$ cat config.mk
export PLATFORM = sky130hd
export DESIGN_NAME = nand_seq
export DESIGN_NICKNAME = d
export VERILOG_FILES = /design/src/rtl/nand_seq_pkg.sv /design/src/rtl/nand_sync2.sv /design/src/rtl/nand_strobe.sv /design/src/rtl/nand_seq.sv
export SDC_FILE = /design/constraint.sdc
export NUM_CORES = 1
export LEC_CHECK = 0
export ABC_AREA = 1
export BUFFER_PORTS_ARGS = -buffer_cell sky130_fd_sc_hd__clkbuf_2
export CELL_PAD_IN_SITES_DETAIL_PLACEMENT = 1
export CELL_PAD_IN_SITES_GLOBAL_PLACEMENT = 2
export CORE_ASPECT_RATIO = 1.2
export CORE_MARGIN = 8
export CORE_UTILIZATION = 28
export CTS_CLUSTER_SIZE = 30
export DETAILED_ROUTE_END_ITERATION = 7
export PLACE_DENSITY_LB_ADDON = 0.05
export SLEW_MARGIN = 20
export SYNTH_ARGS = -nofsm -noshare
export SYNTH_HDL_FRONTEND = slang
export SYNTH_HIERARCHICAL = 1
export SYNTH_SLANG_ARGS = --single-unit
$ cat constraint.sdc
create_clock -name clk -period 3.22 [get_ports clk]
set_input_delay 0.322 -clock clk [delete_from_list [all_inputs] [get_ports clk]]
set_output_delay 0.322 -clock clk [all_outputs]
set_load 0.1 [all_outputs]
$ cat src/rtl/nand_seq_pkg.sv
package nand_seq_pkg;
  typedef enum logic [2:0] {
    OP_RESET  = 3'd0,
    OP_STATUS = 3'd1,
    OP_READ   = 3'd2,
    OP_PROG   = 3'd3,
    OP_ERASE  = 3'd4
  } op_e;

  typedef enum logic [3:0] {
    S_IDLE, S_CMD1, S_ADDR, S_ADL, S_DIN, S_CMD2,
    S_WB, S_BUSY, S_STCMD, S_WHR, S_DOUT, S_FIN
  } st_e;

  localparam logic [7:0] OPC_RESET  = 8'hFF;
  localparam logic [7:0] OPC_STATUS = 8'h70;
  localparam logic [7:0] OPC_RD_SET = 8'h00;
  localparam logic [7:0] OPC_RD_GO  = 8'h30;
  localparam logic [7:0] OPC_PG_SET = 8'h80;
  localparam logic [7:0] OPC_PG_GO  = 8'h10;
  localparam logic [7:0] OPC_ER_SET = 8'h60;
  localparam logic [7:0] OPC_ER_GO  = 8'hD0;
endpackage

$ cat src/rtl/nand_sync2.sv
module nand_sync2 #(
  parameter logic RST_VAL = 1'b0
) (
  input  logic clk,
  input  logic rst_n,
  input  logic d,
  output logic q
);
  logic [1:0] stage_q;

  always_ff @(posedge clk or negedge rst_n) begin
    if (!rst_n) stage_q <= {2{RST_VAL}};
    else        stage_q <= {stage_q[0], d};
  end

  assign q = stage_q[1];
endmodule

$ cat src/rtl/nand_strobe.sv
module nand_strobe #(
  parameter int PW_W = 4
) (
  input  logic            clk,
  input  logic            rst_n,
  input  logic            start,
  input  logic            rd,
  input  logic [PW_W-1:0] lo,
  input  logic [PW_W-1:0] hi,
  output logic            we_n,
  output logic            re_n,
  output logic            sample,
  output logic            fin,
  output logic            busy
);
  logic            busy_q, busy_n, ph_q, ph_n, rd_q, rd_n;
  logic [PW_W-1:0] cnt_q, cnt_n, lo_m1, hi_m1;

  assign lo_m1 = (lo == '0) ? '0 : lo - PW_W'(1);
  assign hi_m1 = (hi == '0) ? '0 : hi - PW_W'(1);

  always_comb begin
    busy_n = busy_q;
    ph_n   = ph_q;
    rd_n   = rd_q;
    cnt_n  = cnt_q;
    if (!busy_q) begin
      if (start) begin
        busy_n = 1'b1;
        ph_n   = 1'b0;
        rd_n   = rd;
        cnt_n  = lo_m1;
      end
    end else if (cnt_q != '0) begin
      cnt_n = cnt_q - PW_W'(1);
    end else if (!ph_q) begin
      ph_n  = 1'b1;
      cnt_n = hi_m1;
    end else begin
      busy_n = 1'b0;
    end
  end

  always_ff @(posedge clk or negedge rst_n) begin
    if (!rst_n) begin
      busy_q <= 1'b0;
      ph_q   <= 1'b0;
      rd_q   <= 1'b0;
      cnt_q  <= '0;
    end else begin
      busy_q <= busy_n;
      ph_q   <= ph_n;
      rd_q   <= rd_n;
      cnt_q  <= cnt_n;
    end
  end

  assign we_n   = !(busy_q && !ph_q && !rd_q);
  assign re_n   = !(busy_q && !ph_q && rd_q);
  assign sample = busy_q && !ph_q && rd_q && (cnt_q == '0);
  assign fin    = busy_q && ph_q && (cnt_q == '0);
  assign busy   = busy_q;
endmodule

$ cat src/rtl/nand_seq.sv
module nand_seq
  import nand_seq_pkg::*;
#(
  parameter int PAGE_BYTES = 2112,
  parameter int PW_W       = 4,
  parameter int TMR_W      = 24,
  parameter int WB_CYC     = 8
) (
  input  logic             clk,
  input  logic             rst_n,
  input  logic             req_valid,
  input  logic [2:0]       req_op,
  input  logic [15:0]      req_col,
  input  logic [23:0]      req_row,
  output logic             req_ready,
  input  logic [7:0]       wr_data,
  input  logic             wr_valid,
  output logic             wr_ready,
  output logic [7:0]       rd_data,
  output logic             rd_valid,
  output logic             done,
  output logic             fail,
  output logic             timeout_err,
  input  logic [PW_W-1:0]  cfg_lo,
  input  logic [PW_W-1:0]  cfg_hi,
  input  logic [7:0]       cfg_twhr,
  input  logic [7:0]       cfg_tadl,
  input  logic [TMR_W-1:0] cfg_busy_max,
  output logic             nand_ce_n,
  output logic             nand_cle,
  output logic             nand_ale,
  output logic             nand_we_n,
  output logic             nand_re_n,
  output logic [7:0]       nand_dq_o,
  output logic             nand_dq_oe,
  input  logic [7:0]       nand_dq_i,
  input  logic             nand_rb_n
);
  localparam int BC_W = $clog2(PAGE_BYTES + 1);
  localparam logic [BC_W-1:0] LAST_BYTE = BC_W'(PAGE_BYTES - 1);

  st_e             st_q, st_n;
  op_e             op_q;
  logic [15:0]     col_q;
  logic [23:0]     row_q;
  logic [2:0]      aidx_q;
  logic [BC_W-1:0] bcnt_q;
  logic [TMR_W-1:0] wcnt_q;
  logic            inited_q, done_q, fail_q, tmo_q, rdv_q;
  logic [7:0]      rdd_q, dq_q, dq_sel;
  logic            srst_n, rb_s, accept, strobe_st, stb_start;
  logic            stb_fin, stb_sample, stb_busy, busy_expired;

  nand_sync2 #(.RST_VAL(1'b0)) u_rst_sync (
    .clk(clk), .rst_n(rst_n), .d(1'b1), .q(srst_n));
  nand_sync2 #(.RST_VAL(1'b0)) u_rb_sync (
    .clk(clk), .rst_n(srst_n), .d(nand_rb_n), .q(rb_s));

  assign strobe_st = (st_q == S_CMD1) || (st_q == S_ADDR) || (st_q == S_DIN) ||
                     (st_q == S_CMD2) || (st_q == S_STCMD) || (st_q == S_DOUT);
  assign stb_start = strobe_st && !stb_busy && ((st_q != S_DIN) || wr_valid);

  nand_strobe #(.PW_W(PW_W)) u_strobe (
    .clk(clk), .rst_n(srst_n), .start(stb_start), .rd(st_q == S_DOUT),
    .lo(cfg_lo), .hi(cfg_hi), .we_n(nand_we_n), .re_n(nand_re_n),
    .sample(stb_sample), .fin(stb_fin), .busy(stb_busy));

  assign accept = (st_q == S_IDLE) && req_valid &&
                  (inited_q || (op_e'(req_op) == OP_RESET));
  assign busy_expired = !rb_s && (wcnt_q == cfg_busy_max);

  // byte presented on the bus for the strobe about to start
  always_comb begin
    dq_sel = wr_data;
    case (st_q)
      S_CMD1: case (op_q)
                OP_RESET: dq_sel = OPC_RESET;
                OP_READ:  dq_sel = OPC_RD_SET;
                OP_PROG:  dq_sel = OPC_PG_SET;
                default:  dq_sel = OPC_ER_SET;
              endcase
      S_CMD2: case (op_q)
                OP_READ: dq_sel = OPC_RD_GO;
                OP_PROG: dq_sel = OPC_PG_GO;
                default: dq_sel = OPC_ER_GO;
              endcase
      S_STCMD: dq_sel = OPC_STATUS;
      S_ADDR: case (aidx_q)
                3'd0:    dq_sel = col_q[7:0];
                3'd1:    dq_sel = col_q[15:8];
                3'd2:    dq_sel = row_q[7:0];
                3'd3:    dq_sel = row_q[15:8];
                default: dq_sel = row_q[23:16];
              endcase
      default: dq_sel = wr_data;
    endcase
  end

  always_comb begin
    st_n = st_q;
    case (st_q)
      S_IDLE:  if (accept) st_n = (op_e'(req_op) == OP_STATUS) ? S_STCMD : S_CMD1;
      S_CMD1:  if (stb_fin) st_n = (op_q == OP_RESET) ? S_WB : S_ADDR;
      S_ADDR:  if (stb_fin && aidx_q == 3'd4) st_n = (op_q == OP_PROG) ? S_ADL : S_CMD2;
      S_ADL:   if (wcnt_q == TMR_W'(cfg_tadl)) st_n = S_DIN;
      S_DIN:   if (stb_fin && bcnt_q == LAST_BYTE) st_n = S_CMD2;
      S_CMD2:  if (stb_fin) st_n = S_WB;
      S_WB:    if (wcnt_q == TMR_W'(WB_CYC - 1)) st_n = S_BUSY;
      S_BUSY:  if (rb_s) st_n = (op_q == OP_READ) ? S_WHR :
                                (op_q == OP_RESET) ? S_FIN : S_STCMD;
               else if (busy_expired) st_n = S_FIN;
      S_STCMD: if (stb_fin) st_n = S_WHR;
      S_WHR:   if (wcnt_q == TMR_W'(cfg_twhr)) st_n = S_DOUT;
      S_DOUT:  if (stb_fin && (op_q != OP_READ || bcnt_q == LAST_BYTE)) st_n = S_FIN;
      default: st_n = S_IDLE;
    endcase
  end

  always_ff @(posedge clk or negedge srst_n) begin
    if (!srst_n) begin
      st_q     <= S_IDLE;
      op_q     <= OP_RESET;
      col_q    <= '0;
      row_q    <= '0;
      aidx_q   <= '0;
      bcnt_q   <= '0;
      wcnt_q   <= '0;
      inited_q <= 1'b0;
      done_q   <= 1'b0;
      fail_q   <= 1'b0;
      tmo_q    <= 1'b0;
      rdv_q    <= 1'b0;
      rdd_q    <= '0;
      dq_q     <= '0;
    end else begin
      st_q   <= st_n;
      done_q <= (st_q == S_FIN);
      rdv_q  <= stb_sample && (op_q == OP_READ || op_q == OP_STATUS);
      if (accept) begin
        op_q   <= op_e'(req_op);
        col_q  <= req_col;
        row_q  <= req_row;
        aidx_q <= (op_e'(req_op) == OP_ERASE) ? 3'd2 : 3'd0;
        fail_q <= 1'b0;
        tmo_q  <= 1'b0;
      end else if (st_q == S_ADDR && stb_fin) begin
        aidx_q <= aidx_q + 3'd1;
      end
      if (st_n != st_q)                                 wcnt_q <= '0;
      else if (st_q inside {S_ADL, S_WB, S_BUSY, S_WHR}) wcnt_q <= wcnt_q + TMR_W'(1);
      if (st_n != st_q)                                 bcnt_q <= '0;
      else if (stb_fin && st_q inside {S_DIN, S_DOUT})   bcnt_q <= bcnt_q + BC_W'(1);
      if (stb_start) dq_q <= dq_sel;
      if (stb_sample) begin
        rdd_q <= nand_dq_i;
        if (op_q == OP_PROG || op_q == OP_ERASE) fail_q <= nand_dq_i[0];
      end
      if (st_q == S_BUSY && busy_expired) tmo_q <= 1'b1;
      if (st_q == S_FIN && op_q == OP_RESET && !tmo_q) inited_q <= 1'b1;
    end
  end

  assign req_ready   = (st_q == S_IDLE);
  assign wr_ready    = (st_q == S_DIN) && !stb_busy;
  assign rd_data     = rdd_q;
  assign rd_valid    = rdv_q;
  assign done        = done_q;
  assign fail        = done_q && fail_q;
  assign timeout_err = done_q && tmo_q;
  assign nand_ce_n   = (st_q == S_IDLE);
  assign nand_cle    = (st_q == S_CMD1) || (st_q == S_CMD2) || (st_q == S_STCMD);
  assign nand_ale    = (st_q == S_ADDR);
  assign nand_dq_o   = dq_q;
  assign nand_dq_oe  = (st_q == S_CMD1) || (st_q == S_ADDR) || (st_q == S_DIN) ||
                       (st_q == S_CMD2) || (st_q == S_STCMD);
endmodule

==> metrics, run 1 <==
unrepaired setup endpoints after global routing=false; Yosys cell types=46; antenna cells=0; Max Fclk=349 MHz; Iter 0 DRT Violations=203; Layout area overhead=23.8%; most frequent standard cell in the layout excluding fill and tap cells=nand2_1; Slew headroom=0.573; largest net degree at the start of global routing=62; Min Hold Slack=92.3 ps; Worst setup EP type=flop; ys flop type=dfrtp_1; Most common cell on crit path=nor2_1; first-pass GRT wire length=38200 um; status=finished, final reports clean; Leak Pwr=0.00445 uW; Core Area=25300 sq um; GPL Wtd Cong=0.768; pwr/cell area=879 nW/um^2; die height=191 um; worst-skew pair later-pin latency=430 ps; GR Overflow Total=0; Final Max Tran Viols=0; critical path peak fanout=36; Buf/Inv on CP=4; post-route ant nets=0; global-route usage over all layers=0.157; DR vias/cell=4.49; WS Path Type=reg -> reg; Sink Count=118; Die Span X=162 um; clock buffer count from CTS=17; Remaining DRCs=0; commonest cells after routing, fill and taps aside=289 x nand2_1, 139 x clkbuf_2, 127 x inv_1; arrival time worst endpoint=3160 ps; Slowest cell on crit path=dfrtp_1; syn nets=1109; CTS H-tree depth=4; per-cell routed wire length=16.1 um; Worst setup SP type=flop; max incr delay on CP=380 ps; setup_tns=0 ps; # port buffers=139; register area share after synthesis=0.414; CP required=3510 ps; Final Core Density=0.349; Syn. warnings=6; # setup viols final=0; Worst-path clk slew=70 ps; vias in the first global route=7044; final worst slack=357 ps; Cell Chain, Critical Path=inv_1, ha_1, nand4_2, inv_1, nand3_1, nor2_1, nor2_1, nor2_1, inv_1, a21oi_1, nand4_1, nand2_1, nor2_4, nand3_4, buf_6, nor2_1; HP Class=in -> reg; Synth Register Bits=118; layout net count=1254; CTS tree=built; Rows=64; final hold viol count=0; Max VDD drop=559 uV; Vias=6625; family with the most delay on the worst path=simple AND/OR/NAND/NOR gates; clock root cell=clkbuf_16; Final period util=0.889; Mean Syn Cell Area=7.22 sq um; pre-CTS setup slack=229 ps; total iterations of the first detailed-routing run=4; hpwl dp=18600 um; Initial Util=0.282; Cells after Synth=989; clk buf depth=2; share of cells above drive strength 1=0.225; Max-Cap Viols=0; Final min period=2860 ps; Max Clock Skew=14.1 ps; initial antenna violation count=1; Post-synth EDFFs=0; Ports=140; FFs w/ async S/R, synth=1.00; synthesized area=7140 sq um; final WL=23800 um; worst slew pin tran=638 ps; die area=30900 sq um
## kinds of logic (layout without fill, tap and decap cells)
logic type	after synthesis	in the layout	share of synthesized area
and+or+nand+nor	542	542	0.327
buffers and inverters	166	324	0.0944
AOI/OAI and AO/OA	102	102	0.0841
other	1	1	0.000525
muxes	8	8	0.0124
adders and majority gates	8	8	0.0140
DFF	118	118	0.414
xor gates and xnor gates	44	44	0.0540
## final timing paths
path / startpoint / cells past startpoint / endpoint / slack [ps]
worst max-delay path: u_strobe/cnt_q[0] / 16 / wcnt_q[23] / 360
worst min-delay path: req_col[3] / 3 / col_q[3] / 90
worst max register to register: u_strobe/cnt_q[0] / 16 / wcnt_q[23] / 360
worst min register to register: u_rst_sync/stage_q[1] / 0 / row_q[8] / 180
max in group asynchronous: u_rst_sync/stage_q[1] / 1 / u_strobe/cnt_q[1] / 2170
min in group asynchronous: u_rst_sync/stage_q[1] / 0 / row_q[8] / 180
## cells in the mapped netlist (2+ instances only)
| master | n | area, sq um |
|---|---|---|
| ha_1 | 8 | 100 |
| dfrtp_1 | 118 | 2950 |
| o21ai_0 | 47 | 235 |
| xnor2_1 | 15 | 131 |
| nor2_4 | 3 | 33.8 |
| or2_2 | 2 | 12.5 |
| a31oi_1 | 7 | 43.8 |
| a21oi_1 | 20 | 100 |
| buf_6 | 4 | 45.0 |
| nor3_1 | 10 | 50.1 |
| nand3_1 | 48 | 240 |
| o211ai_1 | 5 | 37.5 |
| a221oi_1 | 9 | 78.8 |
| nand2_1 | 289 | 1080 |
| clkbuf_1 | 12 | 45.0 |
| buf_2 | 3 | 15.0 |
| o22ai_1 | 8 | 50.1 |
| nor2_1 | 126 | 473 |
| nand2_2 | 7 | 43.8 |
| inv_1 | 127 | 477 |
| nor2_2 | 33 | 206 |
| o21ai_2 | 2 | 17.5 |
| xor2_1 | 29 | 254 |
| nand3b_1 | 2 | 15.0 |
| nand4_1 | 13 | 81.3 |
| nor4_1 | 2 | 12.5 |
| buf_4 | 4 | 30.0 |
| inv_2 | 12 | 45.0 |
| mux2_2 | 7 | 78.8 |
## registers in the layout (all words and copies together) (netlist names)
signal              flops
row_q                  24
wcnt_q                 24
col_q                  16
bcnt_q                 12
nand_dq_o               8
rd_data                 8
st_q                    4
u_strobe/cnt_q          4
aidx_q                  3
op_q                    3
u_rb_sync/stage_q       2
u_rst_sync/stage_q      2
done                    1
fail_q                  1
inited_q                1
rd_valid                1
tmo_q                   1
u_strobe/busy           1
u_strobe/ph_q           1
u_strobe/rd_q           1
## cell type report
type	count	area [sq um]
multi-input combinational	705	3520
clock inverter	15	183
timing repair buffer	151	807
fill	3216	16500
sequential	118	2960
tap	330	413
clock buffer	17	425
inverter	141	531
## power by group
part	internal, uW	switching, uW
clock network	1180	838
logic	851	2720
registers	1910	280
## worst register-to-register path: stages (launching register included)
cell     delay, ps
dfrtp_1        380
inv_1          110
ha_1           280
nand4_2        140
inv_1          300
nand3_1        160
nor2_1         190
nor2_1          60
nor2_1         150
inv_1           60
a21oi_1        120
nand4_1         90
nand2_1        120
nor2_4          50
nand3_4         50
buf_6          350
nor2_1         130
## layer usage
metal,vias up,track usage,share of wire
li1,3377,-,-
met1,3107,0.200,0.46
met2,119,0.266,0.49
met3,20,0.0360,0.041
met4,2,0.0385,0.011
met5,-,0,0.00055
## timing repair
| item | 4_1_cts | 5_1_grt |
|---|---|---|
| gates resized for setup | 0 | 1 |
| setup endpoints to repair | 0 | 8 |
| setup buffers | 0 | 0 |
| hold buffers | 2 | 0 |
| endpoints found under the hold margin | 3 | 0 |
## stage by stage
stage	instances	area, sq um	power [uW]
CTS	1477	8830	7900
detailed placement	1443	8210	5830
global route	1477	8840	8300
floorplan	989	7150	4970
finish	1477	8840	7770
global placement	1443	8210	5800
Power figures use the tool's default switching activity.
==> run 2: changes to the inputs <==
--- a/config.mk
+++ b/config.mk
@@ -15,6 +15,7 @@
 export CTS_CLUSTER_SIZE = 30
 export DETAILED_ROUTE_END_ITERATION = 7
 export PLACE_DENSITY_LB_ADDON = 0.05
+export RECOVER_POWER = 50
 export SLEW_MARGIN = 20
 export SYNTH_ARGS = -nofsm -noshare
 export SYNTH_HDL_FRONTEND = slang
==> run 2 against run 1 <==
Net effect:
- the run now ends with capacitance limit, slew limit left
- clock-buffer cell count unchanged
- global-route usage stayed put
- critical path depth stayed put
- via count up 0.26%
- setup slack better by 25 ps
- cell area decreased by 0.44%
- maximum frequency up 0.87%
- combinational power barely moved
- final cell count stayed put
- wire length up 0.40%
- clock skew decreased by 1.3 ps
- largest power group unchanged
==> metrics, run 2 (same netlist as run 1, synthesis figures left out) <==
status=finished with violations; failing checks=capacitance limit, slew limit; GPL Wtd Cong=0.768; clock root cell=clkbuf_16; CTS H-tree depth=4; Final period util=0.881; critical path peak fanout=36; Rows=64; Seq pwr share=0.282; hold_sp=req_col[3]; Max Clock Skew=12.9 ps; largest net degree at the start of global routing=62; die height=191 um; HP Class=in -> reg; Remaining DRCs=0; most frequent standard cell in the layout excluding fill and tap cells=nand2_1; CP required=3510 ps; pwr/cell area=882 nW/um^2; Ports=140; Buf/Inv on CP=4; switching power=3830 uW; Worst setup EP type=flop; Initial Util=0.282; pre-CTS setup slack=229 ps; post-route ant nets=0; WS Path Type=reg -> reg; Leak Pwr=0.00442 uW; worst reg2reg startpoint=u_strobe/cnt_q[0]; # port buffers=139; layout net count=1254; clk buf depth=2; Sink Count=118; die area=30900 sq um; Slew headroom=-0.0960; Min Hold Slack=93.1 ps; GR Overflow Total=0; initial antenna violation count=1; Max VDD drop=554 uV; Vias=6642; Die Span X=162 um; hpwl dp=18600 um; clock buffer count from CTS=17; vias in the first global route=7044; Most common cell on crit path=nor2_1; Final Max Tran Viols=60; unrepaired setup endpoints after global routing=false; final worst slack=382 ps; final hold viol count=0; CTS tree=built; global-route usage over all layers=0.157; Layout area overhead=23.2%; # setup viols final=0; Max Fclk=352 MHz; share of cells above drive strength 1=0.215; Cell Int Power=3930 uW; Sw Ratio=0.494; Worst-path clk slew=70 ps; setup bufs post-CTS=0; worst slew pin tran=1640 ps; Slowest cell on crit path=dfrtp_1; arrival time worst endpoint=3130 ps; final WL=23900 um; Crit. Startpoint=u_strobe/cnt_q[0]; post-route cell area=8800 sq um; top flop regs=row_q: 24 flops, wcnt_q: 24 flops, col_q: 16 flops; DR vias/cell=4.50; Final min period=2840 ps; Worst setup SP type=flop; Comb pwr share=0.458; Tot Pwr=7760 uW; commonest cells after routing, fill and taps aside=291 x nand2_1, 134 x clkbuf_2, 127 x inv_1; total iterations of the first detailed-routing run=5; Iter 0 DRT Violations=213; max incr delay on CP=380 ps; antenna cells=0; DP Area=8210 sq um; Core Area=25300 sq um; clock share of power=0.261; setup_tns=0 ps; worst-skew pair later-pin latency=430 ps; Cell Chain, Critical Path=inv_1, ha_1, nand4_2, inv_1, nand3_1, nor2_1, nor2_1, nor2_1, inv_1, a21oi_1, nand4_1, nand2_1, nor2_4, nand3_4, buf_6, nor2_1; per-cell routed wire length=16.2 um; first-pass GRT wire length=38200 um; family with the most delay on the worst path=simple AND/OR/NAND/NOR gates; Max-Cap Viols=1
[run 2: cell types whose count changed in the layout (fill, tap and decap cells not counted), sizes merged]
cell / change
buf: -3
clkbuf: +3
[run 2: what timing repair did]
action                                 4_1_cts  5_1_grt
endpoints found under the hold margin        3        0
gates resized for setup                      0        1
hold buffers                                 2        0
setup endpoints to repair                    0        8
[run 2: routing by layer]
metal	vias up	share of wire	track usage	routed length (um)
met3	23	0.041	0.0360	979
met1	3113	0.46	0.200	11000
met4	2	0.012	0.0385	284
li1	3374	-	-	-
met2	130	0.49	0.266	11700
met5	-	0.00054	0	13
[run 2: stage by stage]
step	instances	util
global route	1477	0.348
floorplan	989	-
finish	1477	0.348
global placement	1443	0.324
CTS	1477	0.349
detailed placement	1443	0.324
[run 2: worst paths after layout]
check / end / slack, ps / cells past startpoint
worst max register to register: wcnt_q[21] / 380 / 16
min in group asynchronous: u_rst_sync/stage_q[0] / 220 / 2
worst min-delay path: col_q[3] / 90 / 3
worst min register to register: row_q[8] / 250 / 0
max in group asynchronous: wcnt_q[7] / 950 / 1
worst max-delay path: wcnt_q[21] / 380 / 16
[run 2: power by group through the flow]
stage	logic, uW	registers, uW	clock network, uW
after floorplan	2270	2690	0
after global placement	3600	2200	0
after detailed placement	3620	2210	0
after CTS	3630	2190	2080
after global routing	3900	2240	2140
final	3550	2180	2020
[run 2: layout make-up]
class                   instances  area, sq um
fillers                      3218        16500
clock inverters                15          183
repair buffers                151          777
multi-input cells             705         3520
flip-flops and latches        118         2950
inverters                     141          531
clock buffers                  17          425
well taps                     330          413
[run 2: worst min-delay path, cell delays in order]
cell,delay (ps)
clkbuf_2,80
nand2_1,40
nand2_1,50
==> run 3: changes to the inputs <==
--- a/config.mk
+++ b/config.mk
@@ -5,13 +5,13 @@
 export SDC_FILE = /design/constraint.sdc
 export NUM_CORES = 1
 export LEC_CHECK = 0
-export ABC_AREA = 1
+export ABC_AREA = 0
 export BUFFER_PORTS_ARGS = -buffer_cell sky130_fd_sc_hd__clkbuf_2
 export CELL_PAD_IN_SITES_DETAIL_PLACEMENT = 1
 export CELL_PAD_IN_SITES_GLOBAL_PLACEMENT = 2
 export CORE_ASPECT_RATIO = 1.2
 export CORE_MARGIN = 8
-export CORE_UTILIZATION = 28
+export CORE_UTILIZATION = 31
 export CTS_CLUSTER_SIZE = 30
 export DETAILED_ROUTE_END_ITERATION = 7
 export PLACE_DENSITY_LB_ADDON = 0.05
==> run 3 against run 2 <==
Net effect:
- the flow now finishes without violations
- hold slack worse by 6.8 ps
- synthesized cell count shrank 24%
- area after synthesis down 2.7%
- power shrank 0.63%
- setup slack lost 81 ps
- largest cell class unchanged
- highest routed layer is now met4
==> metrics, run 3 <==
Synth Register Bits=118; worst slew pin tran=1460 ps; most frequent standard cell in the layout excluding fill and tap cells=nand2_1; Final min period=2920 ps; # port buffers=139; FFs w/ async S/R, synth=1.00; Cells after Synth=747; top flop regs=row_q: 24 flops, wcnt_q: 24 flops, col_q: 16 flops; Worst setup SP type=flop; GPL Wtd Cong=0.809; status=finished, final reports clean; clock buffer count from CTS=17; first-pass GRT wire length=38100 um; Min Hold Slack=86.3 ps; worst-skew pair later-pin latency=420 ps; Cell Chain, Critical Path=inv_1, ha_1, nor3b_4, nand2_1, nor2_1, buf_4, nand2b_1, nor4_1, a31oi_1, and3_4, a31o_1, buf_4, a211oi_1; most frequent cell after synthesis=nand2_1; die height=180 um; Mean Syn Cell Area=9.30 sq um; Slowest cell on crit path=dfrtp_1; final WL=23200 um; met2 usage=0.313; Final period util=0.907; HP Class=in -> reg; WS Path Type=reg -> reg; Worst-path clk slew=60 ps; Worst setup EP type=flop; max incr delay on CP=370 ps; vias in the first global route=6880; Final Max Tran Viols=0; met1 Use GR=0.202; Sink Count=118; pwr/cell area=899 nW/um^2; initial antenna violation count=0; GR Overflow Total=0; Max-Cap Viols=0; hpwl dp=17600 um; Syn. warnings=6; Core Area=22200 sq um; cts repair resizes=0; Post-synth EDFFs=0; share of cells above drive strength 1=0.274; global routing's busiest layer=met2; Remaining DRCs=0; ys flop type=dfrtp_1; commonest cells after routing, fill and taps aside=156 x nand2_1, 130 x clkbuf_2, 117 x dfrtp_1; syn nets=867; clk buf depth=2; met3 Use GR=0.0353; final hold viol count=0; Most common cell on crit path=buf_4; Slew headroom=0.0267; top cells by area, synth=dfrtp_1 43%, nand2_1 8.4%, xnor2_1 5.4%, a211oi_2 5.4%, xor2_1 4.2%; layout net count=1001; register area share after synthesis=0.425; critical path peak fanout=36; Die Span X=153 um; Yosys cell types=74; arrival time worst endpoint=3230 ps; CTS H-tree depth=4; Rows=60; CP required=3530 ps; reg2reg setup slack=300 ps; setup_tns=0 ps; global-route usage over all layers=0.174; post-route ant nets=0; Synth area leader=dfrtp_1; per-cell routed wire length=19.8 um; clock root cell=clkbuf_16; Vias=6092; Buf/Inv on CP=3; largest net degree at the start of global routing=64; FILL cells=2609; Synth top area share=0.425; unrepaired setup endpoints after global routing=false; die area=27500 sq um; Initial Util=0.313; synthesized area=6950 sq um; Leak Pwr=0.00382 uW; DR vias/cell=5.19; Final Core Density=0.386; most frequent cells after synthesis=156 x nand2_1, 118 x dfrtp_1, 49 x nor2_1; dpl cells=1136; total iterations of the first detailed-routing run=6; antenna cells=0; # setup viols final=0; Finished Layout Cells=1173; family with the most delay on the worst path=simple AND/OR/NAND/NOR gates; Layout area overhead=23.5%; Max VDD drop=458 uV; Max Fclk=343 MHz; CTS tree=built; Iter 0 DRT Violations=287; Ports=140; Max Clock Skew=11.6 ps
[run 3: cell types whose count changed in the layout (fill, tap and decap cells not counted), sizes merged, moves of 19 or more]
| cell | delta |
|---|---|
| nand2 | -141 |
| a211oi | +38 |
| nor2 | -113 |
| nor4 | +19 |
| o21ai | -33 |
| xnor2 | +28 |
| inv | -129 |
| nand3 | -34 |
[run 3: worst paths after layout]
path                                       start                    end  depth (start not counted)
min in group asynchronous                  rst_n  u_rst_sync/stage_q[0]                          2
min reg2reg                u_rst_sync/stage_q[0]  u_rst_sync/stage_q[1]                          0
max                            u_strobe/cnt_q[0]              wcnt_q[5]                         13
min                                   req_col[1]               col_q[1]                          3
max in group asynchronous  u_rst_sync/stage_q[1]             rd_data[0]                          1
max reg2reg                    u_strobe/cnt_q[0]              wcnt_q[5]                         13
[run 3: logic make-up after synthesis]
| logic type | count (synthesis) | synth area share |
|---|---|---|
| other | 1 | 0.000540 |
| adders and majority gates | 8 | 0.0144 |
| AOI/OAI and AO/OA | 140 | 0.172 |
| and+or+nand+nor | 317 | 0.217 |
| muxes | 14 | 0.0223 |
| buffers and inverters | 73 | 0.0528 |
| DFF | 118 | 0.425 |
| xor gates and xnor gates | 76 | 0.0958 |
[run 3: layout make-up]
type	instances	area (sq um)	area share
well taps	279	349	0.0407
clock buffers	20	457	0.0532
inverters	21	78.8	0.00919
flip-flops and latches	118	2950	0.344
multi-input cells	556	3670	0.428
repair buffers	167	926	0.108
clock inverters	12	145	0.0169
[run 3: timing repair]
item	in CTS	in global routing
endpoints found under the setup margin	0	2
hold endpoints to repair	3	0
hold buffers	2	0
buffers inserted	0	3
[run 3: layer usage]
layer | wire [um] | share of wire | vias up
li1 | - | - | 2913
met1 | 9680 | 0.42 | 3040
met2 | 12400 | 0.53 | 113
met3 | 734 | 0.032 | 26
met4 | 458 | 0.020 | 0
met5 | 0 | 0 | -
[run 3: worst register-to-register path, stage by stage (launching register included)]
cell,delay [ps]
dfrtp_1,370
inv_1,90
ha_1,220
nor3b_4,300
nand2_1,120
nor2_1,130
buf_4,160
nand2b_1,110
nor4_1,180
a31oi_1,140
and3_4,170
a31o_1,210
buf_4,300
a211oi_1,320
[run 3: per-stage QoR]
step,power (uW),setup slack (ps),area (sq um)
after detailed placement,5800,285,7950
after global routing,8210,53.2,8580
after CTS,7810,245,8570
final,7710,301,8580
after global placement,5730,380,7950
after floorplan,4860,254,6960
[run 3: power breakdown]
part | switching, uW | internal, uW
Clock | 768 | 1190
Sequential | 376 | 1870
Combinational | 2440 | 1060
